`src/rtl/clkctl_pkg.sv`:
```
package clkctl_pkg;
  localparam int unsigned MAX_RATIO = 16;
  localparam int unsigned CNT_W     = $clog2(MAX_RATIO);

  // system register bit positions
  localparam int unsigned SYS_STOP = 0;
  localparam int unsigned SYS_PLL  = 1;
  localparam int unsigned SYS_DRV  = 5;

  localparam logic [1:0] FREQ_RSVD = 2'b10;
  localparam logic [1:0] PDIV_RSVD = 2'b00;

  // terminal count (ratio minus one) for a main division code
  function automatic logic [CNT_W-1:0] main_div_limit(input logic [1:0] code,
                                                      input logic bypass);
    logic [CNT_W-1:0] lim;
    if (bypass) lim = '0;
    else begin
      unique case (code)
        2'b00:   lim = CNT_W'(0);
        2'b01:   lim = CNT_W'(1);
        2'b10:   lim = CNT_W'(3);
        default: lim = CNT_W'(MAX_RATIO - 1);
      endcase
    end
    return lim;
  endfunction

  function automatic logic freq_code_ok(input logic [1:0] code);
    return code != FREQ_RSVD;
  endfunction

  function automatic logic pdiv_code_ok(input logic [1:0] code);
    return code != PDIV_RSVD;
  endfunction
endpackage

```
`src/rtl/clkctl_sysreg.sv`:
```
module clkctl_sysreg
  import clkctl_pkg::*;
#(
  parameter logic [7:0] RST_VAL = 8'h20
) (
  input  logic       clk,
  input  logic       rst_n,
  input  logic       wr_hit,
  input  logic [7:0] wr_data,
  input  logic       mod_lock,
  input  logic       wdt_osc_lock,
  input  logic       osc_det_en,
  output logic [7:0] reg_q
);
  logic pll_nx, stop_cand, stop_unsafe, stop_nx, drv_nx;
  logic [7:0] reg_nx;

  always_comb begin
    pll_nx      = mod_lock ? reg_q[SYS_PLL] : wr_data[SYS_PLL];
    stop_cand   = (mod_lock | wdt_osc_lock) ? reg_q[SYS_STOP] : wr_data[SYS_STOP];
    stop_unsafe = stop_cand & (pll_nx | osc_det_en);
    stop_nx     = stop_unsafe ? reg_q[SYS_STOP] : stop_cand;
    drv_nx      = wr_data[SYS_DRV] | stop_nx;
    reg_nx      = {wr_data[7:6], drv_nx, 3'b000, pll_nx, stop_nx};
  end

  always_ff @(posedge clk) begin
    if (!rst_n)      reg_q <= RST_VAL;
    else if (wr_hit) reg_q <= reg_nx;
  end


  sys_prot_chk: assert property (@(posedge clk) disable iff (!rst_n)
    !wr_hit |=> $stable(reg_q));

  sys_lock_chk: assert property (@(posedge clk) disable iff (!rst_n)
    mod_lock |=> $stable(reg_q[1:0]));

  sys_wdt_chk: assert property (@(posedge clk) disable iff (!rst_n)
    wdt_osc_lock |=> $stable(reg_q[SYS_STOP]));

  stop_entry_chk: assert property (@(posedge clk) disable iff (!rst_n)
    $rose(reg_q[SYS_STOP]) |-> (!reg_q[SYS_PLL] && !$past(osc_det_en)));

  stop_drive_chk: assert property (@(posedge clk) disable iff (!rst_n)
    reg_q[SYS_STOP] |-> reg_q[SYS_DRV]);

  sys_rsvd_chk: assert property (@(posedge clk) disable iff (!rst_n)
    reg_q[4:2] == 3'b000);
endmodule

```
`src/rtl/clkctl_oscreg.sv`:
```
module clkctl_oscreg
  import clkctl_pkg::*;
#(
  parameter logic [7:0] RST_VAL = 8'h05
) (
  input  logic       clk,
  input  logic       rst_n,
  input  logic       wr_hit,
  input  logic [7:0] wr_data,
  output logic [7:0] reg_q,
  output logic       err_q
);
  logic       freq_ok, pdiv_ok;
  logic [1:0] freq_nx, pdiv_nx;

  always_comb begin
    freq_ok = freq_code_ok(wr_data[1:0]);
    pdiv_ok = pdiv_code_ok(wr_data[3:2]);
    freq_nx = freq_ok ? wr_data[1:0] : reg_q[1:0];
    pdiv_nx = pdiv_ok ? wr_data[3:2] : reg_q[3:2];
  end

  always_ff @(posedge clk) begin
    if (!rst_n) begin
      reg_q <= RST_VAL;
      err_q <= 1'b0;
    end else begin
      err_q <= wr_hit & ~(freq_ok & pdiv_ok);
      if (wr_hit) reg_q <= {4'b0000, pdiv_nx, freq_nx};
    end
  end


  osc_code_chk: assert property (@(posedge clk) disable iff (!rst_n)
    (reg_q[1:0] != FREQ_RSVD) && (reg_q[3:2] != PDIV_RSVD));

  osc_err_chk: assert property (@(posedge clk) disable iff (!rst_n)
    err_q |-> $past(wr_hit));

  osc_rsvd_chk: assert property (@(posedge clk) disable iff (!rst_n)
    reg_q[7:4] == 4'b0000);
endmodule

```
`src/rtl/clkctl_divider.sv`:
```
module clkctl_divider
  import clkctl_pkg::*;
(
  input  logic       clk,
  input  logic       rst_n,
  input  logic [1:0] div_code,
  input  logic       bypass,
  input  logic       halt,
  output logic       tick
);
  logic [CNT_W-1:0] cnt_q, lim_q, lim_target;
  logic             term;

  assign lim_target = main_div_limit(div_code, bypass);
  assign term       = (cnt_q == lim_q);
  assign tick       = term & ~halt;

  always_ff @(posedge clk) begin
    if (!rst_n) begin
      cnt_q <= '0;
      lim_q <= '0;
    end else if (!halt) begin
      if (term) begin
        cnt_q <= '0;
        lim_q <= lim_target;
      end else begin
        cnt_q <= cnt_q + 1'b1;
      end
    end
  end


  ratio_hold_chk: assert property (@(posedge clk) disable iff (!rst_n)
    !term |=> $stable(lim_q));

  halt_hold_chk: assert property (@(posedge clk) disable iff (!rst_n)
    halt |=> ($stable(cnt_q) && $stable(lim_q)));

  cnt_range_chk: assert property (@(posedge clk) disable iff (!rst_n)
    cnt_q <= lim_q);
endmodule

```
`src/rtl/clkctl_unit.sv`:
```
module clkctl_unit
  import clkctl_pkg::*;
#(
  parameter logic [7:0] SYS_RST = 8'h20,
  parameter logic [7:0] OSC_RST = 8'h05
) (
  input  logic       clk,
  input  logic       rst_n,
  input  logic       wr_en,
  input  logic       wr_sel,
  input  logic [7:0] wr_data,
  input  logic       prot_en,
  input  logic       div_bypass,
  input  logic       mod_lock,
  input  logic       wdt_osc_lock,
  input  logic       osc_det_en,
  output logic [7:0] sys_reg,
  output logic [7:0] osc_reg,
  output logic       stop_req,
  output logic       pll_sel,
  output logic       drive_hi,
  output logic       main_tick,
  output logic       wr_err
);
  logic wr_ok, sys_hit, osc_hit;

  assign wr_ok   = wr_en & prot_en;
  assign sys_hit = wr_ok & ~wr_sel;
  assign osc_hit = wr_ok & wr_sel;

  clkctl_sysreg #(.RST_VAL(SYS_RST)) u_sys (
    .clk(clk), .rst_n(rst_n), .wr_hit(sys_hit), .wr_data(wr_data),
    .mod_lock(mod_lock), .wdt_osc_lock(wdt_osc_lock), .osc_det_en(osc_det_en),
    .reg_q(sys_reg)
  );

  clkctl_oscreg #(.RST_VAL(OSC_RST)) u_osc (
    .clk(clk), .rst_n(rst_n), .wr_hit(osc_hit), .wr_data(wr_data),
    .reg_q(osc_reg), .err_q(wr_err)
  );

  assign stop_req = sys_reg[SYS_STOP];
  assign pll_sel  = sys_reg[SYS_PLL];
  assign drive_hi = sys_reg[SYS_DRV];

  clkctl_divider u_div (
    .clk(clk), .rst_n(rst_n), .div_code(sys_reg[7:6]), .bypass(div_bypass),
    .halt(stop_req), .tick(main_tick)
  );


  top_prot_chk: assert property (@(posedge clk) disable iff (!rst_n)
    !prot_en |=> ($stable(sys_reg) && $stable(osc_reg) && !wr_err));

  stop_tick_chk: assert property (@(posedge clk) disable iff (!rst_n)
    stop_req |-> !main_tick);
endmodule

```
`config.mk`:
```
export PLATFORM = sky130hd
export DESIGN_NAME = clkctl_unit
export DESIGN_NICKNAME = d
export VERILOG_FILES = /design/src/rtl/clkctl_pkg.sv /design/src/rtl/clkctl_sysreg.sv /design/src/rtl/clkctl_oscreg.sv /design/src/rtl/clkctl_divider.sv /design/src/rtl/clkctl_unit.sv
export SDC_FILE = /design/constraint.sdc
export NUM_CORES = 1
export LEC_CHECK = 0
export ABC_AREA = 1
export CAP_MARGIN = 10
export CORE_MARGIN = 2
export CORE_UTILIZATION = 44
export DETAILED_ROUTE_END_ITERATION = 10
export PLACE_DENSITY = 0.84
export SYNTH_ARGS = -nofsm -noshare
export SYNTH_HDL_FRONTEND = slang
export SYNTH_SLANG_ARGS = --single-unit
```
`constraint.sdc`:
```
create_clock -name clk -period 2.1 [get_ports clk]
set_clock_uncertainty 0.2 [all_clocks]
set_input_delay 0.42 -clock clk [delete_from_list [all_inputs] [get_ports clk]]
set_output_delay 0.42 -clock clk [all_outputs]
set_load 0.02 [all_outputs]
```
* Word-level counts from Yosys, hierarchy flattened
Cells that the tools add are included.
Word-level totals: bits in latches 0, register bits after elaboration 18, logic and storage cells 35, memories 0, RAM bits 0, memory bits (read-only) 0, output and inout bits 21, input bits 17
Cells by class: multipliers 0, reductions and logical operators 5, equal/unequal tests 4, bitwise operators 13, shift operators 0, divide/modulo/power cells 0, magnitude comparators 0, muxes and demuxes 6, add/sub/neg operators 1
Operators by type and width (count):
- $pmux 4 s3 | 1
- $mux 4 | 2
- $and 1x1->1 | 7
- $reduce_and 2->1 | 3
- $add 4x1->4 const B | 1
- $eq 4x4->1 | 1
- $mux 1 | 3
- $not 1->1 | 3
- $or 1x1->1 | 3
- $eq 2x1->1 const B | 1
- $eq 2x2->1 const B | 1
- $logic_not 2->1 | 1
- $ne 2x2->1 const B | 1
- $reduce_bool 2->1 | 1

* Logic depth before layout (Yosys ltp)
depth in word-level cells 5, mapped depth 8, gate-level depth less buffers 8

* Cells and area by module
Synthesis repeated with hierarchy kept, for this count alone.
Unflattened totals: cell total of the unflattened synthesis 148, area total of the unflattened synthesis 952.2 um^2
By module, submodules not included:
- clkctl_divider | area an instance 420.4 um^2, instances 1, seq. area each 140.1 um^2, cells an instance 67
- clkctl_sysreg | area an instance 260.2 um^2, instances 1, seq. area each 100.1 um^2, cells an instance 40
- clkctl_oscreg | area an instance 234.0 um^2, instances 1, seq. area each 100.1 um^2, cells an instance 34
- clkctl_unit | area an instance 37.5 um^2, instances 1, seq. area each 0.0 um^2, cells an instance 7

* Least setup slack after synthesis
Ideal clock, no wire load.
kind reg-to-output, from register u_sys.reg_q[0], to output port main_tick, arrival 0.953 ns, cell stages (with the launch flop) 6, path buffers 0, slack 0.527 ns, data required time 1.480 ns, path through dfxtp_1 -> inv_2 -> nand2_2 -> nor2_4 -> nand3_2 -> inv_1
On the way: longest elaborated chain between the ends 2
RTL lines:
- start, declared | RTL line clkctl_sysreg.sv:13 | output logic [7:0] reg_q
- start signal, assigned | RTL line clkctl_sysreg.sv:29 | else if (wr_hit) reg_q <= reg_nx;
- $not 1->1 | RTL line clkctl_divider.sv:16 | assign tick = term & ~halt;
- $and 1x1->1 | RTL line clkctl_divider.sv:16
- end, declared | RTL line clkctl_unit.sv:22 | output logic main_tick,
Every way passes these cells.

* Final worst setup path
from register u_sys.reg_q[0], to output port sys_reg[0]
RTL lines:
- end, declared | RTL line clkctl_unit.sv:17 | output logic [7:0] sys_reg,
No word-level cell between the ends.

==> impl_results.md <==
* Status: finished, final reports clean
* Synthesized area per cell at 6.89 um^2
* Leakage at 0.579 nW
* Filler cell count in the final layout at 186
* Post-DRT Antenna Nets at 0
* Worst-Skew Late Latency at 0.30 ns
* Met2 usage at 35.4%
* #FFs+latches synth at 17
* Nets at 180
* Total gr overflow at 0
* Die width at 49.3 um
* CP Class: reg -> out
* Critical Path Max Stage Delay at 0.60 ns
* R2R setup slack at 0.69 ns
* CTS tree: built
* PD cells at 832 nW/um^2
* Maxcap violations at 0
* First-pass DRT Iterations at 4
* Final setup vio count at 0
* Commonest non-fill, non-tap cell in the layout: clkdlybuf4s50_1
* Vias per cell at 4.48
* Highest clock rate at 0.498 GHz
* Met3 Use GR at 3.07%
* RSZ-0062 raised after global routing: no
* Die H at 49.3 um
* Global route hottest layer: met2
* Maximum fanout along the worst path at 6
* Register area share after synthesis at 37.7%
* Gr usage total at 18.2%
* Placed Cells at 184
* Post-synthesis compound-gate area fraction at 9.15%
* Fin. Hold Viols at 0
* Vias in the first global route at 885
* Largest net degree at the start of global routing at 10
* Placer Congestion at 0.823
* Setup tns final at 0 ns
* H-tree depth at 1
* Critical path, cell by cell: buf_4 > clkdlybuf4s50_1
* Largest family of logic cells by synthesized area: simple AND/OR/NAND/NOR gates
* Syn Std Cell Area at 902 um^2
* Area of the multi-input gates at 418 um^2
* IO Port Bufs at 29
* Fin crit share at 95.7%
* Core area at 1940 um^2
* Initial core utilization at 46.5%
* Die area at 2430 um^2
* Worst setup SP type: register
* DR DRC count at 0
* Area growth, synth to finish at 33.7%
* Drt wl/cell at 10.4 um
* Rows at 16
* VDD IR max at 0.517 mV
* Total number of vias at 843
* TritonCTS buffer count at 3
* Hpwl dp at 1610 um
* # hold bufs at CTS at 0
* Post-synthesis simple-gate area fraction at 30.0%
* Data arrival time of the worst path at 1.39 ns
* Slowest cell on crit path: clkdlybuf4s50_1
* Most frequent cells in the layout: clkdlybuf4s50_1 (28), nand2_1 (26), inv_1 (22)
* ANT cells at 0
* Crit path capture type: primary output
* Clock tree buffer depth at 2
* DRT iter0 DRCs at 8
* Met1 GRT Util at 17.7%
* Root Driver: clkbuf_4
* Period minus WS final at 2.01 ns
* Max Slew Vio Count at 0
* WL final at 1960 um
* Synth Area in Adders at 1.39%
* Top Ports at 38
* Register area at 342 um^2
* Xor/xnor share of the synthesized area at 2.91%
* Yosys warnings at 0
* Mux contribution to synthesized area at 0%
* HP Class: reg -> reg
* First-pass GRT wire length at 3460 um
* Initial antenna violation count at 0
* Clock sinks at 17
* Layout cells sized above 1 at 8.70%
* Gate Count Post-Synth at 131
* Distinct cells, synth at 21
* Crit path required time at 1.48 ns
* Clock Pin Slew Worst Setup and Hold Paths at 0.10 ns
* Cell Count, Final, Fillers Out at 188
-- cell usage after synthesis --
library cell	n	area share (%)
a22oi_1	1	0.83
inv_2	1	0.42
inv_1	22	9.2
clkbuf_2	1	0.55
nand4_1	4	2.8
o31ai_1	1	0.83
conb_1	1	0.42
nor2_1	19	7.9
nand3_2	1	1.1
a211oi_1	1	0.83
nand3_1	4	2.2
nor3_1	1	0.55
nand2_2	3	2.1
nor2_4	2	2.5
a21oi_1	3	1.7
buf_4	10	8.3
ha_1	1	1.4
dfxtp_1	17	38
xor2_1	3	2.9
o21ai_0	9	5.0
nand2_1	26	11
-- report_power, final --
part	total, mW	internal [mW]	switching [mW]
clock	0.179	0.0742	0.104
sequential	0.399	0.365	0.0342
combinational	0.426	0.172	0.254
-- worst paths after layout --
path,start,cells after the start,to
setup / recovery,u_sys.reg_q[0],2,sys_reg[0]
hold reg to reg,u_osc.reg_q[2],2,u_osc.reg_q[2]
setup reg to reg,u_div.cnt_q[1],8,u_div.cnt_q[3]
hold / removal,u_osc.reg_q[2],2,u_osc.reg_q[2]
-- sequential cells by signal, indices dropped and copies added (netlist names) --
signal / cells
u_div.cnt_q: 4
u_div.lim_q: 3
u_osc.err_q: 1
u_osc.reg_q: 4
u_sys.reg_q: 5
-- worst max-delay path: cells and delay by family, from the launching register on --
kind	cells	cell delay [ns]
buf+inv	2	0.74
flops	1	0.35
-- per-layer routing --
layer / share of wire [%] / vias up
met5: 0 / -
met4: 1.9 / 0
met3: 4.5 / 5
met2: 55 / 22
met1: 38 / 369
li1: - / 447
-- cell type report --
type	count	share of cell area, %
Inverter	23	7.16
Sequential cell	17	28.3
Clock buffer	4	2.18
Timing Repair Buffer	31	24.9
Multi-Input combinational cell	86	34.6
Tap cell	27	2.80
-- kinds of logic after synthesis --
kind of cell	Yosys count
DFF	17
other	1
xor gates and xnor gates	3
AOI/OAI and AO/OA	15
adders and majority gates	1
buffers and inverters	34
and+or+nand+nor	60
-- what timing repair did --
action,4_1_cts,5_1_grt
pin swaps,0,0
setup endpoints to repair,1,1
hold endpoints to repair,0,0
setup buffers,0,0
gates resized for setup,2,2
gates cloned,0,0
-- metrics by stage --
| stage | hold WS, ns | utilization (%) | setup WS, ns | power (mW) | area [um^2] |
|---|---|---|---|---|---|
| floorplan | 0.306 | - | 0.527 | 0.694 | 925 |
| global placement | 0.253 | 61.0 | 0.127 | 0.817 | 1180 |
| detailed placement | 0.259 | 61.0 | 0.0657 | 0.852 | 1180 |
| CTS | 0.280 | 62.3 | 0.0238 | 1.02 | 1210 |
| global route | 0.298 | 62.1 | 0.0347 | 1.08 | 1210 |
| finish | 0.279 | 62.1 | 0.0904 | 1.00 | 1210 |
(Power assumes the default switching activity.)
